### src/rtl/iq_cic_pkg.sv
package iq_cic_pkg;

   typedef enum logic {
      PATH_I = 1'b0,
      PATH_Q = 1'b1
   } iq_path_e;

   // Output width of stage s (0-based): input width plus growth of s+1 stages.
   function automatic int stage_out_w(input int in_w, input int s, input int grow);
      return in_w + (s + 1) * grow;
   endfunction

   // Bit offset of stage s output inside a flat bus holding all stage outputs.
   function automatic int stage_bus_off(input int in_w, input int s, input int grow);
      return s * in_w + grow * ((s * (s + 1)) / 2);
   endfunction

endpackage

### src/rtl/cic_ctrl.sv
module cic_ctrl
   import iq_cic_pkg::*;
#(
   parameter int STAGES = 3,
   parameter int RL2    = 2
) (
   input  logic              clk,
   input  logic              rst,
   input  logic              fire,
   input  logic              tag_q,
   output logic              take_i,
   output logic              take_q,
   output logic [STAGES-1:0] dec_mask
);

   logic                           expect_q;
   logic [STAGES-1:0][RL2-1:0]     digits;
   logic [STAGES-1:0]              at_max;
   logic [STAGES-1:0]              carry_in;

   assign take_i = fire && (iq_path_e'(tag_q) == PATH_I) && !expect_q;
   assign take_q = fire && (iq_path_e'(tag_q) == PATH_Q) && expect_q;

   always_ff @(posedge clk) begin
      if (rst) begin
         expect_q <= 1'b0;
      end else if (take_i) begin
         expect_q <= 1'b1;
      end else if (take_q) begin
         expect_q <= 1'b0;
      end
   end

   for (genvar g = 0; g < STAGES; g++) begin : g_dig
      assign at_max[g] = &digits[g];
      if (g == 0) begin : g_low
         assign dec_mask[g] = at_max[g];
         assign carry_in[g] = 1'b1;
      end else begin : g_up
         assign dec_mask[g] = dec_mask[g-1] & at_max[g];
         assign carry_in[g] = dec_mask[g-1];
      end
   end

   always_ff @(posedge clk) begin
      if (rst) begin
         digits <= '0;
      end else begin
         for (int g = 0; g < STAGES; g++) begin
            if (take_q && carry_in[g]) begin
               digits[g] <= digits[g] + 1'b1;
            end
         end
      end
   end

endmodule

### src/rtl/cic_stage.sv
module cic_stage #(
   parameter int  IW    = 16,
   parameter int  ORDER = 4,
   parameter int  RL2   = 2,
   localparam int OW    = IW + ORDER * RL2
) (
   input  logic          clk,
   input  logic          rst,
   input  logic          in_en,
   input  logic          in_dec,
   input  logic [IW-1:0] in_data,
   output logic          out_en,
   output logic [OW-1:0] out_data
);

   logic [OW-1:0] acc_q [ORDER];
   logic [OW-1:0] acc_d [ORDER];
   logic [OW-1:0] dly_q [ORDER];
   logic [OW-1:0] cin   [ORDER];
   logic [OW-1:0] comb_out;

   always_comb begin
      logic [OW-1:0] run;
      run = OW'($signed(in_data));
      for (int k = 0; k < ORDER; k++) begin
         run      = acc_q[k] + run;
         acc_d[k] = run;
      end
      for (int k = 0; k < ORDER; k++) begin
         cin[k] = run;
         run    = run - dly_q[k];
      end
      comb_out = run;
   end

   always_ff @(posedge clk) begin
      if (rst) begin
         for (int k = 0; k < ORDER; k++) begin
            acc_q[k] <= '0;
            dly_q[k] <= '0;
         end
         out_en   <= 1'b0;
         out_data <= '0;
      end else begin
         out_en <= 1'b0;
         if (in_en) begin
            for (int k = 0; k < ORDER; k++) begin
               acc_q[k] <= acc_d[k];
            end
            if (in_dec) begin
               for (int k = 0; k < ORDER; k++) begin
                  dly_q[k] <= cin[k];
               end
               out_data <= comb_out;
               out_en   <= 1'b1;
            end
         end
      end
   end

endmodule

### src/rtl/cic_round.sv
module cic_round #(
   parameter int FW         = 40,
   parameter int OUTW       = 24,
   parameter bit ROUND_EVEN = 1'b1
) (
   input  logic [FW-1:0]   full,
   output logic [OUTW-1:0] rounded
);

   localparam int SH = FW - OUTW;

   logic [OUTW-1:0] keep;
   assign keep = full[FW-1 -: OUTW];

   if (ROUND_EVEN && SH >= 2) begin : g_even
      logic half;
      logic sticky;
      logic up;
      assign half    = full[SH-1];
      assign sticky  = |full[SH-2:0];
      assign up      = half & (sticky | keep[0]);
      assign rounded = keep + OUTW'(up);
   end else begin : g_trunc
      assign rounded = keep;
   end

endmodule

### src/rtl/cic_path.sv
module cic_path
   import iq_cic_pkg::*;
#(
   parameter int IW         = 16,
   parameter int OUTW       = 24,
   parameter int STAGES     = 3,
   parameter int ORDER      = 4,
   parameter int RL2        = 2,
   parameter bit ROUND_EVEN = 1'b1
) (
   input  logic              clk,
   input  logic              rst,
   input  logic              in_en,
   input  logic [STAGES-1:0] in_mask,
   input  logic [IW-1:0]     in_data,
   output logic              out_en,
   output logic [OUTW-1:0]   out_data
);

   localparam int GROW  = ORDER * RL2;
   localparam int FW    = IW + STAGES * GROW;
   localparam int TOTAL = stage_bus_off(IW, STAGES, GROW);
   localparam int LOFF  = stage_bus_off(IW, STAGES - 1, GROW);

   logic [TOTAL-1:0]  so_bus;
   logic [STAGES-1:0] en_bus;

   for (genvar s = 0; s < STAGES; s++) begin : g_st
      localparam int SW  = IW + s * GROW;
      localparam int OW  = stage_out_w(IW, s, GROW);
      localparam int OFF = stage_bus_off(IW, s, GROW);

      logic [SW-1:0] sin;
      logic          sin_en;
      logic          sdec;

      if (s == 0) begin : g_head
         assign sin    = in_data;
         assign sin_en = in_en;
         assign sdec   = in_mask[0];
      end else begin : g_link
         localparam int PW   = IW + (s - 1) * GROW + GROW;
         localparam int POFF = stage_bus_off(IW, s - 1, GROW);
         logic [s-1:0] dly_mask;
         always_ff @(posedge clk) begin
            if (rst) begin
               dly_mask <= '0;
            end else begin
               dly_mask <= s'({dly_mask, in_mask[s]});
            end
         end
         assign sin    = so_bus[POFF +: PW];
         assign sin_en = en_bus[s-1];
         assign sdec   = dly_mask[s-1];
      end

      cic_stage #(
         .IW    (SW),
         .ORDER (ORDER),
         .RL2   (RL2)
      ) u_stage (
         .clk      (clk),
         .rst      (rst),
         .in_en    (sin_en),
         .in_dec   (sdec),
         .in_data  (sin),
         .out_en   (en_bus[s]),
         .out_data (so_bus[OFF +: OW])
      );
   end

   cic_round #(
      .FW         (FW),
      .OUTW       (OUTW),
      .ROUND_EVEN (ROUND_EVEN)
   ) u_round (
      .full    (so_bus[LOFF +: FW]),
      .rounded (out_data)
   );

   assign out_en = en_bus[STAGES-1];

endmodule

### src/rtl/iq_cic_decim.sv
module iq_cic_decim #(
   parameter int IN_W       = 16,
   parameter int OUT_W      = 24,
   parameter int STAGES     = 3,
   parameter int ORDER      = 4,
   parameter int RATE_LOG2  = 2,
   parameter bit ROUND_EVEN = 1'b1
) (
   input  logic             clk,
   input  logic             rst,
   input  logic             in_valid,
   output logic             in_ready,
   input  logic             in_is_q,
   input  logic [IN_W-1:0]  in_data,
   output logic             out_valid,
   input  logic             out_ready,
   output logic [OUT_W-1:0] out_i,
   output logic [OUT_W-1:0] out_q
);

   localparam int FULL_W = IN_W + STAGES * ORDER * RATE_LOG2;
   localparam int NPATH  = 2;

   initial begin
      assert (STAGES >= 1) else $fatal(1, "STAGES must be at least 1");
      assert (ORDER >= 1) else $fatal(1, "ORDER must be at least 1");
      assert (RATE_LOG2 >= 1) else $fatal(1, "RATE_LOG2 must be at least 1");
      assert (OUT_W <= FULL_W) else $fatal(1, "OUT_W exceeds full width");
      assert (!ROUND_EVEN || (FULL_W - OUT_W >= 2))
         else $fatal(1, "rounding needs two discarded bits");
   end

   logic              take_i;
   logic              take_q;
   logic [STAGES-1:0] dec_mask;
   logic [NPATH-1:0]  path_en;
   logic [NPATH-1:0]  fin_en;
   logic [OUT_W-1:0]  fin_dat [NPATH];

   assign in_ready = !out_valid || out_ready;

   cic_ctrl #(
      .STAGES (STAGES),
      .RL2    (RATE_LOG2)
   ) u_ctrl (
      .clk      (clk),
      .rst      (rst),
      .fire     (in_valid && in_ready),
      .tag_q    (in_is_q),
      .take_i   (take_i),
      .take_q   (take_q),
      .dec_mask (dec_mask)
   );

   assign path_en = {take_q, take_i};

   for (genvar p = 0; p < NPATH; p++) begin : g_path
      cic_path #(
         .IW         (IN_W),
         .OUTW       (OUT_W),
         .STAGES     (STAGES),
         .ORDER      (ORDER),
         .RL2        (RATE_LOG2),
         .ROUND_EVEN (ROUND_EVEN)
      ) u_path (
         .clk      (clk),
         .rst      (rst),
         .in_en    (path_en[p]),
         .in_mask  (dec_mask),
         .in_data  (in_data),
         .out_en   (fin_en[p]),
         .out_data (fin_dat[p])
      );
   end

   always_ff @(posedge clk) begin
      if (rst) begin
         out_valid <= 1'b0;
         out_i     <= '0;
         out_q     <= '0;
      end else begin
         if (out_valid && out_ready) begin
            out_valid <= 1'b0;
         end
         if (fin_en[0]) begin
            out_i <= fin_dat[0];
         end
         if (fin_en[1]) begin
            out_q     <= fin_dat[1];
            out_valid <= 1'b1;
         end
      end
   end

endmodule

### config.mk
export PLATFORM = sky130hd
export DESIGN_NAME = iq_cic_decim
export DESIGN_NICKNAME = d
export VERILOG_FILES = /design/src/rtl/iq_cic_pkg.sv /design/src/rtl/cic_ctrl.sv /design/src/rtl/cic_stage.sv /design/src/rtl/cic_round.sv /design/src/rtl/cic_path.sv /design/src/rtl/iq_cic_decim.sv
export SDC_FILE = /design/constraint.sdc
export NUM_CORES = 2
export LEC_CHECK = 0
export BUFFER_PORTS_ARGS = -buffer_cell sky130_fd_sc_hd__clkbuf_2
export CAP_MARGIN = 5
export CORE_ASPECT_RATIO = 0.5
export CORE_MARGIN = 4
export CORE_UTILIZATION = 30
export CTS_BUF_LIST = sky130_fd_sc_hd__clkbuf_16
export DETAILED_ROUTE_END_ITERATION = 10
export HOLD_SLACK_MARGIN = 0.06
export PLACE_DENSITY = 0.56
export SLEW_MARGIN = 20
export SYNTH_ARGS = -nofsm -noshare
export SYNTH_HDL_FRONTEND = slang
export SYNTH_HIERARCHICAL = 1
export SYNTH_SLANG_ARGS = --single-unit
### constraint.sdc
create_clock -name clk -period 25.3 [get_ports clk]
set_input_delay 5.06 -clock clk [delete_from_list [all_inputs] [get_ports clk]]
set_output_delay 5.06 -clock clk [all_outputs]
set_load 0.05 [all_outputs]
# After elaboration in Yosys (flattened, before gate mapping)
# Memories as Yosys holds them, arrays and structs flattened.
# Index checks and enable logic that the tools add are counted.
# word_totals
reg_bits,259
mem_bits_rw,1536
in_bits,21
word_cells,260
memories,12
# mem_list
memory,words,word_bits,read_ports,rd_ports_with_merged_regs,write_ports,line,rtl
g_path[0].u_path.g_st[2].u_stage.acc_q,4,40,4,0,4,cic_stage.sv:16,logic [OW-1:0] acc_q [ORDER];
g_path[0].u_path.g_st[2].u_stage.dly_q,4,40,4,0,4,cic_stage.sv:18,logic [OW-1:0] dly_q [ORDER];
g_path[1].u_path.g_st[2].u_stage.acc_q,4,40,4,0,4,cic_stage.sv:16,
g_path[1].u_path.g_st[2].u_stage.dly_q,4,40,4,0,4,cic_stage.sv:18,
g_path[0].u_path.g_st[1].u_stage.acc_q,4,32,4,0,4,cic_stage.sv:16,
g_path[0].u_path.g_st[1].u_stage.dly_q,4,32,4,0,4,cic_stage.sv:18,
6 more memories,-,-,-,-,-,-,
# classes
addsub,53
muxes,94
n_bitwise,55
n_reduce_logical,24
# ops
op,count
two-way mux 40 bit,16
two-way mux 32 bit,16
two-way mux 24 bit,16
adder 40 bit,8
subtractor 40 bit,8
adder 32 bit,8
subtractor 32 bit,8
adder 24 bit,8
subtractor 24 bit,8
bitwise OR 1 bit,50
adder 24 x 1 -> 24 bit,2
two-way mux 1 bit,46
OR reduction 15 bit,2
AND reduction 2 bit,7
logical AND 1 bit,8
adder 2 x 1 -> 2 bit (second input constant),3
AND reduction 3 bit,2
bitwise AND 1 bit,4
nonzero test 2 bit,2
logical NOT 1 bit,2
logical OR 1 bit,1
inverter 1 bit,1

# Longest topological paths before layout
# logic_depth
depth_word,9
mapped_depth,77
depth_no_buf,76

# Modules after synthesis
# Netlist, hierarchy kept.
# modules_own_cells
module,instances,cells_per_inst,area_each_um2
cic_stage at g_path[1].u_path.g_st[2].u_stage,1,3018,28334.7
cic_stage at g_path[0].u_path.g_st[2].u_stage,1,3052,28304.6
cic_stage at g_path[1].u_path.g_st[1].u_stage,1,2422,22549.1
cic_stage at g_path[0].u_path.g_st[1].u_stage,1,2398,22312.6
cic_stage at g_path[0].u_path.g_st[0].u_stage,1,1756,16482.1
cic_stage at g_path[1].u_path.g_st[0].u_stage,1,1696,16397.0
iq_cic_decim,1,160,1786.7
cic_round,2,70,519.2
cic_ctrl,1,34,326.6
cic_path,2,6,78.8

# Worst setup path before layout
# Ideal clock, no wire load.
# synth_path
kind,input port to flip-flop
from,input port in_data[0]
to,register g_path[0].u_path.g_st[0].u_stage.out_data[23]
setup_ns,0.079
arrival_time_ns,15.468
path_slack_ns,9.753
cell_stages,54
n_path_buf,0
cell_sequence,ha_1 -> fa_1 -> a21o_1 -> a21oi_1 -> o21bai_1 -> a21oi_1 -> o21bai_1 -> a21oi_1 -> xnor2_1 -> ha_1 -> nand2_1 -> o21bai_1 -> a21o_1 -> a21oi_1 -> o21a_1 -> nor2_1 -> xnor2_1 -> ha_1 -> [18 not listed] -> a21oi_1 -> nor3b_1 -> o31a_1 -> nor2_1 -> a21o_1 -> xor2_1 -> ha_1 -> and3_1 -> nand2_1 -> o21ai_0 -> xor2_1 -> ha_1 -> o2111ai_1 -> a21boi_0 -> o21ai_0 -> a211o_1 -> a2111o_1 -> o211ai_1
# synth_rtl
item,line,rtl
from (decl),iq_cic_decim.sv:14,"input logic [IN_W-1:0] in_data,"
to (signal assigned),cic_stage.sv:54,out_data <= comb_out;
to (decl),cic_stage.sv:13,output logic [OW-1:0] out_data

==> flow_summary_export.csv <==
group,metric,value,unit
clocking,cts_tree,"yes",
place,gp_congestion,0.8422,
floorplan,core_area,0.4559,mm²
critical_path,crit_type,"primary input to register",
timing,tightest_slew,1.050,ns
floorplan,start_util,0.3020,
timing,finalCriticalPeriod,16.61,ns
critical_path,r2r-end,"g_path[1].u_path/g_st[2].u_stage/out_data[39]$_SDFFE_PP0P_",
timing,fin_tns_setup,0,ns
critical_path,slowest_delay,0.46,ns
synth,synth.distinct_cells,129,
finish,drive_above_1_share,0.04283,
synth,synthFlopType,"edfxtp_1",
job,max_cap_violations,0,
critical_path,critPathRequiredTime,26.15,ns
finish,area_delta_synth_final,10.10,%
place,place_hpwl,220.5,mm
critical_path,cp_slowest_cell,"a31oi_1",
critical_path,arrival,17.45,ns
global_route,grt_max_degree,113,
clocking,cts.clk_slew.worst_paths,0.06,ns
timing,max_freq,0.06021,GHz
outcome,status,"completed",
floorplan,die_y,487.0,µm
clocking,cts_resized,0,
synth,async_reset_ff_frac,0,
synth,synth_nets,16261,
clocking,clock-sinks,1796,
synth,synth_seq_cells,1796,
global_route,grt_overflow,0,
synth,synth-seq-area-share,0.3728,
timing,rsz0062_at_grt,"false",
routing,ant_nets,0,
critical_path,critPathMaxFanout,6,
min_path,holdCritStartpoint,"g_path[0].u_path/g_st[2].u_stage/out_data[12]$_SDFFE_PP0P_",
clocking,cts_setup_buffers,0,
critical_path,crit_path_end_kind,"register",
critical_path,r2r_cells,69,
routing,drt-total-wl,303.9,mm
timing,slew_viol_final,0,
clocking,clk_path_buf_depth,4,
floorplan,rows,175,
routing,drt_iter0_markers,5243,
clocking,htreeDepth,4,
floorplan,die-area,0.4705,mm²
global_route,grt_pass1_vias,102005,
synth,yosys_warnings,6,
floorplan,die_x,966.1,µm
min_path,hold_class,"register to register",
routing,met1Wirelength,151.5,mm
clocking,numCtsBuffers,203,
synth,syn_inst,14688,
floorplan,num_io_pins,71,
global_route,grt_first_pass_wirelength,503.5,mm
routing,first_pass_iters,6,
global_route,antenna_found_initial,7,
routing,route.met2.wl,137.7,mm
place,portBuffers,70,
clocking,cts_hold_buf,0,
synth,avgSynthCellArea,9.374,µm²
critical_path,rrSetupSlack,9.67,ns
min_path,min_path_cells,2,
routing,vias,102607,
routing,drc_errors,0,
routing,wl_per_cell,14.45,µm
routing,highest_layer,"met4",
synth,synth_edf_count,1536,
timing,clock_skew,0.09446,ns
timing,finalCritPeriodShare,0.6565,
timing,setup_viol,0,
timing,max_slew_margin,0.2822,
critical_path,reg2reg_from,"g_path[1].u_path/g_st[2].u_stage/acc_q[0][0]$_SDFFCE_PN0P_",
routing,wl_met3,9.129,mm
critical_path,path_common_cell,"ha_1",
critical_path,cp-start-kind,"primary input",
timing,hold_viol_final,0,
finish,nNetsFinal,16333,
global_route,grtUsageTotal,0.1234,
min_path,hold_end,"g_path[0].u_path/g_st[2].u_stage/out_data[12]$_SDFFE_PP0P_",
routing,routed_via_density,4.879,
synth,synth_area,0.1377,mm²
clocking,clock-root-buffer,"clkbuf_16",
clocking,clkLatencyLatePin,0.93,ns
synthesized netlist by cell type, types with 215 or more instances:
| cell type | n | area [µm²] |
|---|---|---|
| o21ai_0 | 767 | 3839 |
| inv_1 | 1467 | 5507 |
| nand2_1 | 729 | 2736 |
| dfxtp_1 | 260 | 5205 |
| xnor2_1 | 841 | 7366 |
| and2_1 | 1051 | 6575 |
| edfxtp_1 | 1536 | 46120 |
| ha_1 | 1504 | 18820 |
| clkbuf_1 | 244 | 915.9 |
| xor2_1 | 472 | 4134 |
| nor2_1 | 1154 | 4332 |
| a21o_1 | 654 | 4910 |
| nand2b_1 | 224 | 1401 |
| nand3_1 | 215 | 1076 |
| a21oi_1 | 1112 | 5565 |
per-layer routing:
| metal | vias to the layer above | GRT usage |
|---|---|---|
| met5 | - | 0 |
| met4 | 0 | 0.02587 |
| met3 | 351 | 0.01421 |
| met2 | 1224 | 0.2093 |
| met1 | 48618 | 0.1696 |
| li1 | 52414 | - |
kinds of logic after synthesis:
kind of cell             count (synthesis)  share of synthesized area
multiplexers                           100                   0.007306
adder cells (fa/ha/maj)               1552                     0.1436
buffers and inverters                 1726                    0.04768
XOR/XNOR                              1335                    0.08675
AO/OA/AOI/OAI                         3846                     0.1799
flip-flops                            1796                     0.3728
AND/OR/NAND/NOR                       4333                     0.1619
cell usage in the layout (no fill, tap or decap), drive strengths merged, types with 28 or more instances in the layout:
master,Yosys,final
nor3,209,209
o21bai,209,209
a211oi,121,121
a211o,41,41
o21ai,827,827
nand2,729,729
a31oi,123,123
nor2,1155,1155
clkinv,1,80
a21oi,1119,1119
or2,46,46
dfxtp,260,260
a31o,28,28
nand4,110,110
and3,164,164
a21o,657,657
ha,1504,1504
and4,36,36
nor3b,30,30
o21a,176,176
nand3,221,221
nor4,38,38
o211ai,76,76
nor2b,192,192
fa,48,48
nand2b,225,225
xnor2,849,849
xor2,474,474
inv,1467,1524
or3,57,57
buf,14,56
o31ai,57,57
mux2i,96,96
edfxtp,1536,1536
a21boi,67,67
clkbuf,244,285
and2,1055,1055
through the flow:
stage	hold slack [ns]	cells	util	setup slack, ns	area (µm²)
final	0.4532	21029	0.3326	8.691	151600
after global routing	0.4797	21029	0.3326	7.742	151600
after CTS	0.4604	21026	0.3325	8.843	151600
after detailed placement	0.4366	20660	0.3185	7.934	145200
after global placement	0.4198	20660	0.3185	8.087	145200
after floorplan	0.4138	14688	-	9.753	137700
sequential cells by signal, summed over array words and instances (netlist names), 6 cells and up:
name and cells:
g_path.u_path/g_st.u_stage/out_data 192, out_i 24, u_ctrl/digits 6, g_path.u_path/g_st.u_stage/out_en 6, out_q 24, g_path.u_path/g_st.g_link.dly_mask 6
g_path.u_path/g_st.u_stage/dly_q 768, g_path.u_path/g_st.u_stage/acc_q 768
worst max-delay path by stage:
| stage | cells after the start | endpoint | slack [ns] | from |
|---|---|---|---|---|
| detailed placement | 57 | g_path[0].u_path/g_st[0].u_stage/out_data[23]$_SDFFE_PP0P_ | 7.93 | in_data[0] |
| global route | 57 | g_path[0].u_path/g_st[0].u_stage/out_data[23]$_SDFFE_PP0P_ | 7.74 | in_data[0] |
| global placement | 57 | g_path[0].u_path/g_st[0].u_stage/out_data[23]$_SDFFE_PP0P_ | 8.09 | in_data[0] |
| floorplan | 54 | g_path[0].u_path/g_st[0].u_stage/out_data[23]$_SDFFE_PP0P_ | 9.75 | in_data[0] |
| CTS | 57 | g_path[0].u_path/g_st[0].u_stage/out_data[23]$_SDFFE_PP0P_ | 8.84 | in_data[0] |
| finish | 57 | g_path[0].u_path/g_st[0].u_stage/out_data[23]$_SDFFE_PP0P_ | 8.69 | in_data[0] |
worst max-delay path: cells and delay by family:
family / cells / cell delay [ns]
AOI/OAI and AO/OA: 28 / 6.60
xor gates and xnor gates: 7 / 1.24
adders and majority gates: 9 / 3.02
buffers and inverters: 3 / 0.27
and+or+nand+nor: 10 / 1.23
area by class of cell:
| type | instances | area, µm² |
|---|---|---|
| Antenna cell | 2 | 5.005 |
| Clock buffer | 216 | 5405 |
| Clock inverter | 150 | 970.9 |
| Fill cell | 46624 | 304300 |
| Inverter | 1468 | 5533 |
| Multi-Input combinational cell | 11166 | 79930 |
| Sequential cell | 1796 | 51330 |
| Tap cell | 6106 | 7640 |
| Timing Repair Buffer | 125 | 793.3 |
Power is not shown: default switching activity piles up to over one toggle a cycle in this logic, so the estimate is an artifact.
